<file path="src/rtl/xfer_pkg.sv">
package xfer_pkg;
  typedef enum logic [1:0] {
    IS_PICK = 2'd0,
    IS_RD   = 2'd1,
    IS_CAP  = 2'd2,
    IS_SEND = 2'd3
  } issue_st_e;
endpackage

</file>
<file path="src/rtl/xfer_id_pool.sv">
module xfer_id_pool #(
  parameter  int N  = 8,
  localparam int IW = $clog2(N)
) (
  input  logic          clk,
  input  logic          rst,
  input  logic          take,
  input  logic          give,
  input  logic [IW-1:0] give_id,
  output logic          avail,
  output logic [IW-1:0] next_id
);
  logic [N-1:0] free_q;

  always_comb begin
    next_id = '0;
    for (int i = N - 1; i >= 0; i--) begin
      if (free_q[i]) next_id = IW'(i);
    end
  end

  assign avail = |free_q;

  always_ff @(posedge clk) begin
    if (rst) begin
      free_q <= '1;
    end else begin
      if (give) free_q[give_id] <= 1'b1;
      if (take) free_q[next_id] <= 1'b0;
    end
  end
endmodule

</file>
<file path="src/rtl/xfer_done_fifo.sv">
module xfer_done_fifo #(
  parameter  int DEPTH = 8,
  parameter  int W     = 3,
  localparam int PW    = $clog2(DEPTH),
  localparam int CW    = $clog2(DEPTH + 1)
) (
  input  logic         clk,
  input  logic         rst,
  input  logic         push,
  input  logic [W-1:0] push_data,
  input  logic         pop,
  output logic         empty,
  output logic [W-1:0] head
);
  logic [W-1:0]  store_q [DEPTH];
  logic [PW-1:0] wr_q, rd_q;
  logic [CW-1:0] cnt_q;

  always_ff @(posedge clk) begin
    if (push) store_q[wr_q] <= push_data;
  end

  assign head  = store_q[rd_q];
  assign empty = (cnt_q == '0);

  always_ff @(posedge clk) begin
    if (rst) begin
      wr_q  <= '0;
      rd_q  <= '0;
      cnt_q <= '0;
    end else begin
      if (push) wr_q <= (wr_q == PW'(DEPTH - 1)) ? '0 : wr_q + 1'b1;
      if (pop)  rd_q <= (rd_q == PW'(DEPTH - 1)) ? '0 : rd_q + 1'b1;
      if (push && !pop)      cnt_q <= cnt_q + 1'b1;
      else if (pop && !push) cnt_q <= cnt_q - 1'b1;
    end
  end
endmodule

</file>
<file path="src/rtl/xfer_beat_issuer.sv">
module xfer_beat_issuer
  import xfer_pkg::*;
#(
  parameter  int N     = 8,
  parameter  int MA_W  = 32,
  parameter  int SA_W  = 10,
  parameter  int DW    = 32,
  parameter  int LEN_W = 3,
  localparam int IW    = $clog2(N),
  localparam int TAG_W = IW + LEN_W
) (
  input  logic             clk,
  input  logic             rst,
  input  logic [N-1:0]     pend,
  input  logic             sel_store,
  input  logic [MA_W-1:0]  sel_maddr,
  input  logic [SA_W-1:0]  sel_saddr,
  input  logic [LEN_W-1:0] sel_beat,
  output logic [IW-1:0]    pick_id,
  output logic             take,
  output logic             mem_req_valid,
  input  logic             mem_req_ready,
  output logic             mem_req_write,
  output logic [MA_W-1:0]  mem_req_addr,
  output logic [DW-1:0]    mem_req_wdata,
  output logic [TAG_W-1:0] mem_req_tag,
  output logic             spm_re,
  output logic [SA_W-1:0]  spm_raddr,
  input  logic [DW-1:0]    spm_rdata
);
  issue_st_e st_q;

  always_comb begin
    pick_id = '0;
    for (int i = N - 1; i >= 0; i--) begin
      if (pend[i]) pick_id = IW'(i);
    end
  end

  assign take = (st_q == IS_PICK) && (|pend);

  always_ff @(posedge clk) begin
    if (rst) begin
      st_q          <= IS_PICK;
      mem_req_valid <= 1'b0;
      mem_req_write <= 1'b0;
      mem_req_addr  <= '0;
      mem_req_wdata <= '0;
      mem_req_tag   <= '0;
      spm_re        <= 1'b0;
      spm_raddr     <= '0;
    end else begin
      case (st_q)
        IS_PICK: begin
          if (|pend) begin
            mem_req_tag   <= {pick_id, sel_beat};
            mem_req_addr  <= sel_maddr + MA_W'(sel_beat);
            mem_req_write <= sel_store;
            if (sel_store) begin
              spm_re    <= 1'b1;
              spm_raddr <= sel_saddr + SA_W'(sel_beat);
              st_q      <= IS_RD;
            end else begin
              mem_req_valid <= 1'b1;
              st_q          <= IS_SEND;
            end
          end
        end
        IS_RD: begin
          spm_re <= 1'b0;
          st_q   <= IS_CAP;
        end
        IS_CAP: begin
          mem_req_wdata <= spm_rdata;
          mem_req_valid <= 1'b1;
          st_q          <= IS_SEND;
        end
        default: begin
          if (mem_req_ready) begin
            mem_req_valid <= 1'b0;
            st_q          <= IS_PICK;
          end
        end
      endcase
    end
  end
endmodule

</file>
<file path="src/rtl/async_spm_xfer.sv">
module async_spm_xfer #(
  parameter  int N_IDS = 8,
  parameter  int MA_W  = 32,
  parameter  int SA_W  = 10,
  parameter  int DW    = 32,
  parameter  int LEN_W = 3,
  localparam int IW    = $clog2(N_IDS),
  localparam int TAG_W = IW + LEN_W
) (
  input  logic             clk,
  input  logic             rst,
  input  logic             req_valid,
  output logic             req_ready,
  input  logic             req_store,
  input  logic [MA_W-1:0]  req_mem_addr,
  input  logic [SA_W-1:0]  req_spm_addr,
  input  logic [LEN_W-1:0] req_len,
  output logic [IW-1:0]    req_id,
  input  logic             poll_en,
  output logic             poll_rsp,
  output logic             poll_valid,
  output logic [IW-1:0]    poll_id,
  output logic             mem_req_valid,
  input  logic             mem_req_ready,
  output logic             mem_req_write,
  output logic [MA_W-1:0]  mem_req_addr,
  output logic [DW-1:0]    mem_req_wdata,
  output logic [TAG_W-1:0] mem_req_tag,
  input  logic             mem_rsp_valid,
  input  logic [TAG_W-1:0] mem_rsp_tag,
  input  logic [DW-1:0]    mem_rsp_rdata,
  output logic             spm_we,
  output logic [SA_W-1:0]  spm_waddr,
  output logic [DW-1:0]    spm_wdata,
  output logic             spm_re,
  output logic [SA_W-1:0]  spm_raddr,
  input  logic [DW-1:0]    spm_rdata
);
  localparam int CW = LEN_W + 1;

  logic [N_IDS-1:0] ent_busy;
  logic [N_IDS-1:0] ent_store;
  logic [MA_W-1:0]  ent_maddr  [N_IDS];
  logic [SA_W-1:0]  ent_saddr  [N_IDS];
  logic [LEN_W-1:0] ent_len    [N_IDS];
  logic [CW-1:0]    ent_issued [N_IDS];
  logic [CW-1:0]    ent_done   [N_IDS];

  logic             pool_avail;
  logic [IW-1:0]    pool_next;
  logic             accept;
  logic [N_IDS-1:0] pend;
  logic [IW-1:0]    pick_id;
  logic             take;
  logic [IW-1:0]    rsp_id;
  logic [LEN_W-1:0] rsp_beat;
  logic             rsp_last;
  logic             fifo_empty;
  logic [IW-1:0]    fifo_head;
  logic             pop;

  assign req_ready = pool_avail;
  assign req_id    = pool_next;
  assign accept    = req_valid && pool_avail;
  assign rsp_id    = mem_rsp_tag[TAG_W-1 -: IW];
  assign rsp_beat  = mem_rsp_tag[LEN_W-1:0];
  assign rsp_last  = mem_rsp_valid && (ent_done[rsp_id] == CW'(ent_len[rsp_id]));
  assign pop       = poll_en && !fifo_empty;

  xfer_id_pool #(.N(N_IDS)) u_pool (
    .clk     (clk),
    .rst     (rst),
    .take    (accept),
    .give    (pop),
    .give_id (fifo_head),
    .avail   (pool_avail),
    .next_id (pool_next)
  );

  xfer_done_fifo #(.DEPTH(N_IDS), .W(IW)) u_done (
    .clk       (clk),
    .rst       (rst),
    .push      (rsp_last),
    .push_data (rsp_id),
    .pop       (pop),
    .empty     (fifo_empty),
    .head      (fifo_head)
  );

  for (genvar g = 0; g < N_IDS; g++) begin : g_pend
    assign pend[g] = ent_busy[g] && (ent_issued[g] != CW'(ent_len[g]) + CW'(1));
  end

  // Request descriptor fields: written on accept only, no reset needed
  always_ff @(posedge clk) begin
    for (int i = 0; i < N_IDS; i++) begin
      if (accept && pool_next == IW'(i)) begin
        ent_store[i] <= req_store;
        ent_maddr[i] <= req_mem_addr;
        ent_saddr[i] <= req_spm_addr;
        ent_len[i]   <= req_len;
      end
    end
  end

  // Per-entry progress counters and occupancy
  always_ff @(posedge clk) begin
    if (rst) begin
      ent_busy <= '0;
      for (int i = 0; i < N_IDS; i++) begin
        ent_issued[i] <= '0;
        ent_done[i]   <= '0;
      end
    end else begin
      for (int i = 0; i < N_IDS; i++) begin
        if (accept && pool_next == IW'(i)) begin
          ent_busy[i]   <= 1'b1;
          ent_issued[i] <= '0;
          ent_done[i]   <= '0;
        end else begin
          if (take && pick_id == IW'(i))        ent_issued[i] <= ent_issued[i] + 1'b1;
          if (mem_rsp_valid && rsp_id == IW'(i)) ent_done[i]   <= ent_done[i] + 1'b1;
          if (pop && fifo_head == IW'(i))       ent_busy[i]   <= 1'b0;
        end
      end
    end
  end

  xfer_beat_issuer #(
    .N(N_IDS), .MA_W(MA_W), .SA_W(SA_W), .DW(DW), .LEN_W(LEN_W)
  ) u_issue (
    .clk           (clk),
    .rst           (rst),
    .pend          (pend),
    .sel_store     (ent_store[pick_id]),
    .sel_maddr     (ent_maddr[pick_id]),
    .sel_saddr     (ent_saddr[pick_id]),
    .sel_beat      (ent_issued[pick_id][LEN_W-1:0]),
    .pick_id       (pick_id),
    .take          (take),
    .mem_req_valid (mem_req_valid),
    .mem_req_ready (mem_req_ready),
    .mem_req_write (mem_req_write),
    .mem_req_addr  (mem_req_addr),
    .mem_req_wdata (mem_req_wdata),
    .mem_req_tag   (mem_req_tag),
    .spm_re        (spm_re),
    .spm_raddr     (spm_raddr),
    .spm_rdata     (spm_rdata)
  );

  // Load data lands in the scratchpad one cycle after its response
  always_ff @(posedge clk) begin
    if (rst) begin
      spm_we    <= 1'b0;
      spm_waddr <= '0;
      spm_wdata <= '0;
    end else begin
      spm_we    <= mem_rsp_valid && !ent_store[rsp_id];
      spm_waddr <= ent_saddr[rsp_id] + SA_W'(rsp_beat);
      spm_wdata <= mem_rsp_rdata;
    end
  end

  always_ff @(posedge clk) begin
    if (rst) begin
      poll_rsp   <= 1'b0;
      poll_valid <= 1'b0;
      poll_id    <= '0;
    end else begin
      poll_rsp   <= poll_en;
      poll_valid <= pop;
      poll_id    <= pop ? fifo_head : '0;
    end
  end
endmodule

</file>
<file path="config.mk">
export PLATFORM = sky130hd
export DESIGN_NAME = async_spm_xfer
export DESIGN_NICKNAME = d
export VERILOG_FILES = /design/src/rtl/xfer_pkg.sv /design/src/rtl/xfer_id_pool.sv /design/src/rtl/xfer_done_fifo.sv /design/src/rtl/xfer_beat_issuer.sv /design/src/rtl/async_spm_xfer.sv
export SDC_FILE = /design/constraint.sdc
export NUM_CORES = 1
export LEC_CHECK = 0
export ABC_AREA = 1
export BUFFER_PORTS_ARGS = -buffer_cell sky130_fd_sc_hd__clkbuf_2
export CORE_MARGIN = 2
export CORE_UTILIZATION = 35
export CTS_BUF_LIST = sky130_fd_sc_hd__clkbuf_2 sky130_fd_sc_hd__clkbuf_4 sky130_fd_sc_hd__clkbuf_8
export DETAILED_ROUTE_END_ITERATION = 10
export PLACE_DENSITY = 0.58
export RECOVER_POWER = 100
export SYNTH_ARGS = -nofsm -noshare
export SYNTH_HDL_FRONTEND = slang
export SYNTH_HIERARCHICAL = 1
export SYNTH_SLANG_ARGS = --single-unit
</file>
<file path="constraint.sdc">
create_clock -name clk -period 6.1 [get_ports clk]
set_input_delay 0.305 -clock clk [delete_from_list [all_inputs] [get_ports clk]]
set_output_delay 0.305 -clock clk [all_outputs]
set_load 0.02 [all_outputs]
</file>
==> summary.txt, run 1 <==
Outcome - finished, violations left
Failing checks - max-capacitance violations, max-slew violations
Worst reg2reg path endpoint - u_issue/mem_req_addr[25]
Final GP Congestion - 0.842
Synth area leader - edfxtp_1
Setup TNS - 0 ns
Peak supply drop - 0.201 mV
Synth warn - 6
Final slew viol count - 366
Post-Syn Instances - 2622
EDFF count, synth - 456
Total grt overflow - 0
Hold Path Origin - mem_req_ready
Die Wd - 281 um
Worst min-delay path category - input port to register
Row count - 101
Clk_lat worst skew - 0.72 ns
Slew headroom - -134%
Worst reg2reg startpoint - ent_len[4][0]
Count of final setup violators - 0
Root Buffer - clkbuf_8
RSZ-0062 raised after global routing - false
Drt first pass iters - 6
Area Overhead vs Synth - 20.1%
Crit path largest cell delay - 0.53 ns
NumNets Final - 3208
Final Instance Area - 0.0323 sq mm
GR peak layer - met2
Synthesized area per cell - 10.2 sq um
Met2 Use GR - 31.9%
Worst Tran Pin Value - 3.51 ns
Post-DP HPWL - 48.1 mm
Worst path most repeated cell - nand2_1
Most frequent cell after synthesis - nand2_1
H-Tree Depth - 3
1st-iter DRT viols - 1488
WP data required - 6.72 ns
List of most frequent post-synthesis cells - nand2_1, edfxtp_1, nor2_1
TritonCTS clock tree - yes
Setup CP Type - register to register
Post-route ant nets - 0
Worst setup slack after layout - 0.627 ns
Cell Area, Synth - 0.0269 sq mm
Mapped Nets - 2792
Starting Density - 35.4%
Die Y - 281 um
Total of max-cap violations - 12
Slowest-stage cell, CP - ha_1
Final min period - 5.47 ns
Crit path max fanout - 32
CTS Buf Count - 104
Worst EP arrival - 6.09 ns
Share of the synthesized area in the top cell type - 51.0%
Die area - 0.0790 sq mm
Fmax - 183 MHz
CP Capture Type - register
IO Pins - 257
Clock sink count - 618
Seq/Total Area, Yosys - 63.0%
Dominant cells by area after synthesis - edfxtp_1, dfxtp_1, nand2_1
Delay-heaviest family, CP - simple AND/OR/NAND/NOR gates
Setup bufs post-CTS - 0
Vias post-DR - 20200
Main synth FF type - edfxtp_1
Filler cells - 7390
WHS Path Cells - 6
Bufs and invs on worst path - 5
Pre-CTS WS - 0.865 ns
Crit path cell chain - ha_1 > xor2_1 > o41ai_1 > inv_1 > nor2_1 > o21ai_0 > a31oi_1 > inv_1 > nand2_1 > clkinv_2 > nand2_1 > o2111ai_1 > nand2_1 > o21ai_0 > ha_1 > inv_1 > nand2_1 > nand3_4 > nor2_1 > nand2_1 > nand2_1 > nand3_1 > nand2_1 > inv_1
Core Area - 0.0759 sq mm
Leak pwr - 12.5 nW
Grt met1 use - 23.8%
DRT Wirelength - 74.7 mm
Number of global-route vias before repair - 19400
Met3 Use GR - 3.47%
Post-synth cell types - 46
Placed cell areas - 0.0294 sq mm
First-pass GRT wire length - 113 mm
Flop-to-flop setup slack - 0.63 ns
Worst Clk Skew - 0.0343 ns
Yosys reg bits - 618
Avg Vias per Cell - 4.85
Deepest clock path buffer count - 3
DR WL/cell - 18.0 um
Worst Reg2Reg Path Length in Cells - 24
Layout cells sized above 1 - 10.7%
Largest net degree at the start of global routing - 80
CP Launch Type - register
FFs w/ async S/R, synth - 0%
Pwr/cell area - 337 mW/mm^2
Final Power - 10.9 mW
Antenna violations before repair - 8
Final period util - 89.7%
Port bufs - 256
Hold Path Sink - u_issue/st_q[0]
DRC - 0
Reg clk slew, reported paths - 0.07 ns
GRT Total Usage - 18.6%
Fin. Hold Viols - 0
## logic make-up (layout without fill, tap and decap cells)
logic type | count (synthesis) | count (layout) | share of synthesized area [%]
AOI/OAI and AO/OA | 361 | 361 | 8.35
xor gates and xnor gates | 85 | 85 | 2.77
adders and majority gates | 48 | 48 | 2.35
buffers and inverters | 313 | 813 | 4.83
DFF | 618 | 618 | 63.0
other | 0 | 3 | 0
and+or+nand+nor | 1197 | 1197 | 18.7
## tightest hold or removal path, delay by kind of cell
family	cells	cell delay, ns
buf+inv	2	0.13
compound gates	1	0.03
simple gates	3	0.28
## layout by cell type, fill, tap and decap left out, drive strengths merged, types with 2 or more instances in the layout
cell type and count:
nor3 3, xnor2 44, o21ai 125, clkinv 39, xor2 41, o2111ai 4
clkbuf 413, o31ai 5, nand2 609, a31oi 35, a21oi 54, a211oi 17
clkinvlp 4, edfxtp 456, inv 215, nand3b 9, nand3 115, a22oi 87
or2 3, diode 3, bufinv 5, o21a 3, o22ai 9, a41oi 8
ha 44, nor2 414, dfxtp 162, dlygate4sd3 113, fa 4, a221oi 10
nand4 42, o41ai 2, buf 24
## power breakdown
part / switching [mW] / internal (mW)
clock network: 1.70 / 2.11
registers: 0.181 / 4.83
logic: 1.44 / 0.604
## how the worst max path moves through the flow
stage	end	depth (start not counted)	slack [ns]	from
global placement	u_issue/mem_req_addr[27]	24	0.95	ent_len[4][0]
finish	u_issue/mem_req_addr[25]	24	0.63	ent_len[4][0]
global route	u_issue/mem_req_addr[30]	24	0.19	ent_len[4][0]
CTS	u_issue/mem_req_addr[27]	24	0.80	ent_len[4][0]
detailed placement	u_issue/mem_req_addr[27]	24	0.86	ent_len[4][0]
floorplan	u_issue/spm_raddr[6]	24	1.90	ent_len[4][0]
## sequential cells by signal (all words and copies together) (netlist names), 4 cells and up, named ones only
register and count:
u_issue/mem_req_tag 6, ent_store 8, u_done/store_q 24, ent_maddr 256
u_done/cnt_q 4, ent_busy 8, u_issue/mem_req_wdata 32, u_issue/spm_raddr 10
u_pool/free_q 8, ent_done 32, ent_len 24, ent_issued 32
spm_wdata 32, spm_waddr 10, u_issue/mem_req_addr 32, ent_saddr 80
## repair_timing
item                      4_1_cts  5_1_grt
hold endpoints to repair      435        0
resized for setup               0        0
hold buffers                  113        0
## per-layer routing
layer  vias to the layer above  part of all wire [%]  wire, um
met4                         8                   2.1      1590
met3                       123                   5.5      4090
li1                       9799                     -         -
met2                       551                    49     36600
met5                         -                 0.074        55
met1                      9671                    43     32400
## through the flow
step                      hold slack (ns)  std cells  utilization [%]
after global routing               0.0683       4154             42.5
after detailed placement            0.454       3849             38.7
after floorplan                     0.377       2622                -
final                              0.0849       4155             42.5
after CTS                          0.0126       4152             43.0
after global placement              0.452       3849             38.7
## cell type report
class                           instances  area (sq um)  area share (%)
Antenna cell                            3          7.51          0.0233
Inverter                              218           821            2.54
Clock buffer                          145          1780            5.53
Tap cell                             1030          1290            4.00
Clock inverter                         45           364            1.13
Multi-Input combinational cell       1691          8590            26.6
Timing Repair Buffer                  405          2470            7.65
Sequential cell                       618         16900            52.5
No activity file was read; power rests on OpenSTA's default activity.
==> run 2, diff against run 1 <==
--- a/config.mk
+++ b/config.mk
@@ -7,11 +7,13 @@
 export LEC_CHECK = 0
 export ABC_AREA = 1
 export BUFFER_PORTS_ARGS = -buffer_cell sky130_fd_sc_hd__clkbuf_2
+export CELL_PAD_IN_SITES_DETAIL_PLACEMENT = 0
+export CELL_PAD_IN_SITES_GLOBAL_PLACEMENT = 2
 export CORE_MARGIN = 2
 export CORE_UTILIZATION = 35
 export CTS_BUF_LIST = sky130_fd_sc_hd__clkbuf_2 sky130_fd_sc_hd__clkbuf_4 sky130_fd_sc_hd__clkbuf_8
 export DETAILED_ROUTE_END_ITERATION = 10
-export PLACE_DENSITY = 0.58
+export PLACE_DENSITY = 0.79
 export RECOVER_POWER = 100
 export SYNTH_ARGS = -nofsm -noshare
 export SYNTH_HDL_FRONTEND = slang
==> run 2 against run 1 <==
Die area stayed put. Largest power group unchanged. Count of clock-buffer cells in the layout is 9 higher. Fmax down 5.7%. Worst hold slack improved by 0.035 ns. The flow still finishes with violations (max-capacitance violations, max-slew violations). Critical path depth down 2. Cell area is 1.2% higher. Sequential power about the same. Via count is 1.3% higher. Global-route usage increased by 1.1 points. Core utilization grew 0.52 points. Combinational power barely moved.
==> summary.txt, run 2 (synthesis results as in run 1) <==
Leak pwr - 12.7 nW
Clk_lat worst skew - 0.76 ns
Hold Path Origin - req_valid
Area Overhead vs Synth - 21.5%
Post-route ant nets - 0
Outcome - finished, violations left
Die Wd - 281 um
Register cell area after layout - 0.0169 sq mm
Cts hold-fix bufs - 116
Worst hold slack - 0.120 ns
Root Buffer - clkbuf_8
Final Util - 43.0%
NumNets Final - 3218
Final slew viol count - 305
Worst Tran Pin Value - 3.02 ns
Antenna violations before repair - 8
Starting Density - 35.4%
Worst EP arrival - 6.44 ns
Worst setup slack after layout - 0.296 ns
Clock sink count - 618
DR WL/cell - 18.8 um
Worst Reg2Reg Path Length in Cells - 23
Total grt overflow - 0
Die Y - 281 um
Fmax - 172 MHz
Layout Cells excl Fill - 4180
Port bufs - 256
Peak supply drop - 0.174 mV
Crit path max fanout - 28
TritonCTS clock tree - yes
Filler cells - 7355
Row count - 101
WP data required - 6.73 ns
Multi-input logic area - 0.00861 sq mm
Total of max-cap violations - 10
Hold Path Sink - u_pool/free_q[6]
Top flop regs - ent_maddr: 256 flops, ent_saddr: 80 flops
Resized cells post-CTS - 0
Seq pwr share - 44.1%
Slew headroom - -102%
Switching part of the total - 30.6%
RSZ-0062 raised after global routing - false
Failing checks - max-capacitance violations, max-slew violations
Die area - 0.0790 sq mm
Worst reg2reg path endpoint - u_issue/mem_req_addr[31]
CP Capture Type - register
Flop-to-flop setup slack - 0.53 ns
Psw - 3.49 mW
Top reg by flops - ent_maddr
Worst min-delay path category - input port to register
Clock share of power - 37.9%
Setup TNS - 0 ns
DRC - 0
Setup bufs post-CTS - 0
Pre-CTS WS - 0.711 ns
Worst reg2reg startpoint - ent_len[4][0]
Pwr/cell area - 349 mW/mm^2
Logic pwr share - 18.0%
Leading cell types in the layout, fill and taps excluded - nand2_1, edfxtp_1, nor2_1
Final period util - 95.2%
GRT Total Usage - 19.6%
Reg clk slew, reported paths - 0.06 ns
Avg Vias per Cell - 4.88
H-Tree Depth - 3
Number of global-route vias before repair - 20400
Drt first pass iters - 7
Deepest clock path buffer count - 3
Cell Int Power - 7.91 mW
Fin. Hold Viols - 0
First-pass GRT wire length - 118 mm
Largest net degree at the start of global routing - 71
Final min period - 5.80 ns
1st-iter DRT viols - 1484
CP Launch Type - input port
Post-DP HPWL - 51.4 mm
Placed instance count - 3849
WHS Path Cells - 8
Count of final setup violators - 0
Placed cell areas - 0.0293 sq mm
Layout cells sized above 1 - 11.3%
Worst Clk Skew - 0.0539 ns
IO Pins - 257
Max FFs per register - 256
Leading cell type in the layout, fill and taps excluded - nand2_1
Final Instance Area - 0.0327 sq mm
Core Area - 0.0759 sq mm
Vias post-DR - 20400
CTS Buf Count - 111
Final GP Congestion - 0.864
DRT Wirelength - 78.5 mm
Final Power - 11.4 mW
Setup CP Type - input port to register
run 2: cell types whose count changed in the layout (fill, tap and decap cells not counted), sizes merged:
cell,change
dlygate4sd3,+3
clkinvlp,-4
clkinv,+6
bufinv,+4
buf,+2
clkbuf,+7
inv,+7
run 2: worst max path at each step:
stage,slack (ns),endpoint,from,cells after the start
CTS,0.74,u_issue/spm_raddr[6],ent_len[4][0],24
detailed placement,0.71,u_issue/spm_raddr[6],ent_len[4][0],25
finish,0.30,u_done/cnt_q[3],mem_rsp_tag[3],22
global route,0.15,u_done/cnt_q[3],mem_rsp_tag[3],22
global placement,0.94,u_issue/spm_raddr[6],ent_len[4][0],25
floorplan,1.90,u_issue/spm_raddr[6],ent_len[4][0],24
run 2: power groups by stage:
stage | sequential (mW) | clock (mW) | combinational [mW]
2_1_floorplan | 5.28 | 0 | 1.12
3_3_place_gp | 5.10 | 0 | 2.03
3_5_place_dp | 5.11 | 0 | 2.06
6_report | 5.02 | 4.32 | 2.05
5_1_grt | 5.06 | 4.62 | 2.29
4_1_cts | 5.03 | 4.45 | 2.13
run 2: area by class of cell:
cell class | instances | area share, %
multi-input cells | 1691 | 26.4
diodes | 3 | 0.0230
inverters | 218 | 2.51
clock buffers | 154 | 5.94
clock inverters | 58 | 1.79
repair buffers | 408 | 7.55
flip-flops and latches | 618 | 51.9
well taps | 1030 | 3.95
run 2: routing by layer:
metal	GRT usage (%)	wire length, um
met1	25.5	34000
met2	32.8	37300
met3	3.77	4770
met4	6.57	2320
met5	0	38
run 2: worst max-delay path: stages:
cell and delay, ns:
dlygate4sd3_1 0.52, clkbuf_1 0.55, inv_2 0.33, nor2_1 2.02, nand2_1 0.21, nand4_1 0.28
nand2_1 0.07, nand2_1 0.17, inv_1 0.05, nand2_1 0.06, nand2_1 0.05, inv_1 0.04
nand2_1 0.04, nor2_1 0.41, ha_1 0.27, inv_1 0.10, ha_1 0.33, or2_2 0.29
nand3_1 0.08, nand3_1 0.08, nand2_1 0.07, inv_1 0.04
==> run 3, diff against run 2 <==
--- a/config.mk
+++ b/config.mk
@@ -14,7 +14,6 @@
 export CTS_BUF_LIST = sky130_fd_sc_hd__clkbuf_2 sky130_fd_sc_hd__clkbuf_4 sky130_fd_sc_hd__clkbuf_8
 export DETAILED_ROUTE_END_ITERATION = 10
 export PLACE_DENSITY = 0.79
-export RECOVER_POWER = 100
 export SYNTH_ARGS = -nofsm -noshare
 export SYNTH_HDL_FRONTEND = slang
 export SYNTH_HIERARCHICAL = 1
==> run 3 against run 2 <==
The run now ends clean. Fmax increased by 7.3%. First-iteration DRC count is 1.5% higher. Global-route usage unchanged. Wire length fell by 0.28%. Sequential power is essentially flat. Highest routed layer unchanged.
==> summary.txt, run 3 (synthesis results as in run 1) <==
Outcome - complete, no violations
Worst reg2reg startpoint - ent_len[4][0]
DRC - 0
Row count - 101
Critical path depth - 25
Slowest-stage cell, CP - a31oi_1
TritonCTS clock tree - yes
First-pass GRT wire length - 118 mm
Die Y - 281 um
Number of global-route vias before repair - 20400
Pwr/cell area - 347 mW/mm^2
NumNets Final - 3218
Peak supply drop - 0.175 mV
Crit path max fanout - 29
Max FFs per register - 256
GRT Total Usage - 19.6%
CP Capture Type - register
Die area - 0.0790 sq mm
Reg clk slew, reported paths - 0.06 ns
Final slew viol count - 0
Total of max-cap violations - 0
CTS Buf Count - 111
Worst setup slack after layout - 0.689 ns
Leading cell type in the layout, fill and taps excluded - nand2_1
Vias post-DR - 20400
Clk_lat worst skew - 0.76 ns
Crit path largest cell delay - 0.46 ns
Slew headroom - 24.8%
1st-iter DRT viols - 1506
Worst path most repeated cell - nand2_1
Largest net degree at the start of global routing - 71
Total grt overflow - 0
Area Overhead vs Synth - 22.9%
Clock sink count - 618
Delay-heaviest family, CP - compound AO/OA/AOI/OAI gates
Setup CP Type - register to register
Worst Clk Skew - 0.0499 ns
Critical Path End - u_issue/spm_raddr[6]
RSZ-0062 raised after global routing - false
Drt first pass iters - 6
WP data required - 6.73 ns
Core Area - 0.0759 sq mm
Count of final setup violators - 0
DR WL/cell - 18.7 um
Top reg by flops - ent_maddr
Worst Tran Pin Value - 1.13 ns
Root Buffer - clkbuf_8
Leading cell types in the layout, fill and taps excluded - nand2_1, edfxtp_1, nor2_1
Antenna violations before repair - 8
Final min period - 5.41 ns
Worst reg2reg path endpoint - u_issue/spm_raddr[6]
Layout cells sized above 1 - 17.9%
Port bufs - 256
Flop-to-flop setup slack - 0.69 ns
Deepest clock path buffer count - 3
Pre-CTS WS - 0.711 ns
Fmax - 185 MHz
Bufs and invs on worst path - 5
Post-DP HPWL - 51.4 mm
CP Launch Type - register
H-Tree Depth - 3
Starting Density - 35.4%
Resized cells post-CTS - 0
DRT Wirelength - 78.2 mm
Setup TNS - 0 ns
Top flop regs - ent_maddr: 256 flops, ent_saddr: 80 flops
Final period util - 88.7%
Worst EP arrival - 6.04 ns
Final GP Congestion - 0.864
Worst Reg2Reg Path Length in Cells - 25
Leak pwr - 13.3 nW
IO Pins - 257
Die Wd - 281 um
Worst min-delay path category - input port to register
Avg Vias per Cell - 4.89
Fin. Hold Viols - 0
Post-route ant nets - 0
Crit path from - ent_len[4][0]
-- run 3: cell types whose count changed in the layout (fill, tap and decap cells not counted), sizes merged --
cell    change
clkbuf     -11
buf        +11
-- run 3: worst min path at each step --
stage                                        to  cells after the start             startpoint  slack (ns)
after floorplan                 u_done/cnt_q[0]                      1                    rst        0.38
after global placement    u_issue/mem_req_write                      2  u_issue/mem_req_write        0.45
after detailed placement  u_issue/mem_req_valid                      2  u_issue/mem_req_valid        0.46
after CTS                        u_done/wr_q[0]                      2                    rst        0.03
after global routing                   poll_rsp                      2                    rst        0.06
final                                  poll_rsp                      2                    rst        0.06
-- run 3: per-layer routing --
metal | GRT usage (%) | wire [um] | vias to the layer above
li1 | - | - | 9842
met1 | 25.5 | 33900 | 9798
met2 | 32.8 | 37300 | 603
met3 | 3.77 | 4660 | 176
met4 | 6.57 | 2340 | 6
met5 | 0 | 38 | -
-- run 3: where the power goes --
part           total, mW  internal [mW]  switching (mW)
combinational       2.11          0.652            1.46
clock               4.32           2.48            1.84
sequential          5.02           4.83           0.192
-- run 3: layout make-up --
type / instances / area (sq um)
tap: 1030 / 1290
sequential: 618 / 16900
clock inverter: 58 / 583
fill: 7258 / 42900
antenna: 3 / 7.51
clock buffer: 154 / 1940
inverter: 218 / 818
timing repair buffer: 408 / 2730
multi-input combinational: 1691 / 8710
-- run 3: through the flow --
stage               instances  hold slack [ns]  power, mW  cell area (sq um)  util, %
floorplan                2622            0.377       6.40              26900        -
global placement         3849            0.452       7.13              29300     38.6
detailed placement       3849            0.461       7.17              29300     38.6
CTS                      4177           0.0273       11.6              33000     43.5
global route             4179           0.0617       12.0              33000     43.5
finish                   4180           0.0620       11.5              33000     43.5
-- run 3: repair_timing --
action                                 in CTS  in global routing
hold buffers                              116                  0
endpoints found under the hold margin     447                  0
buffers inserted                            0                  0
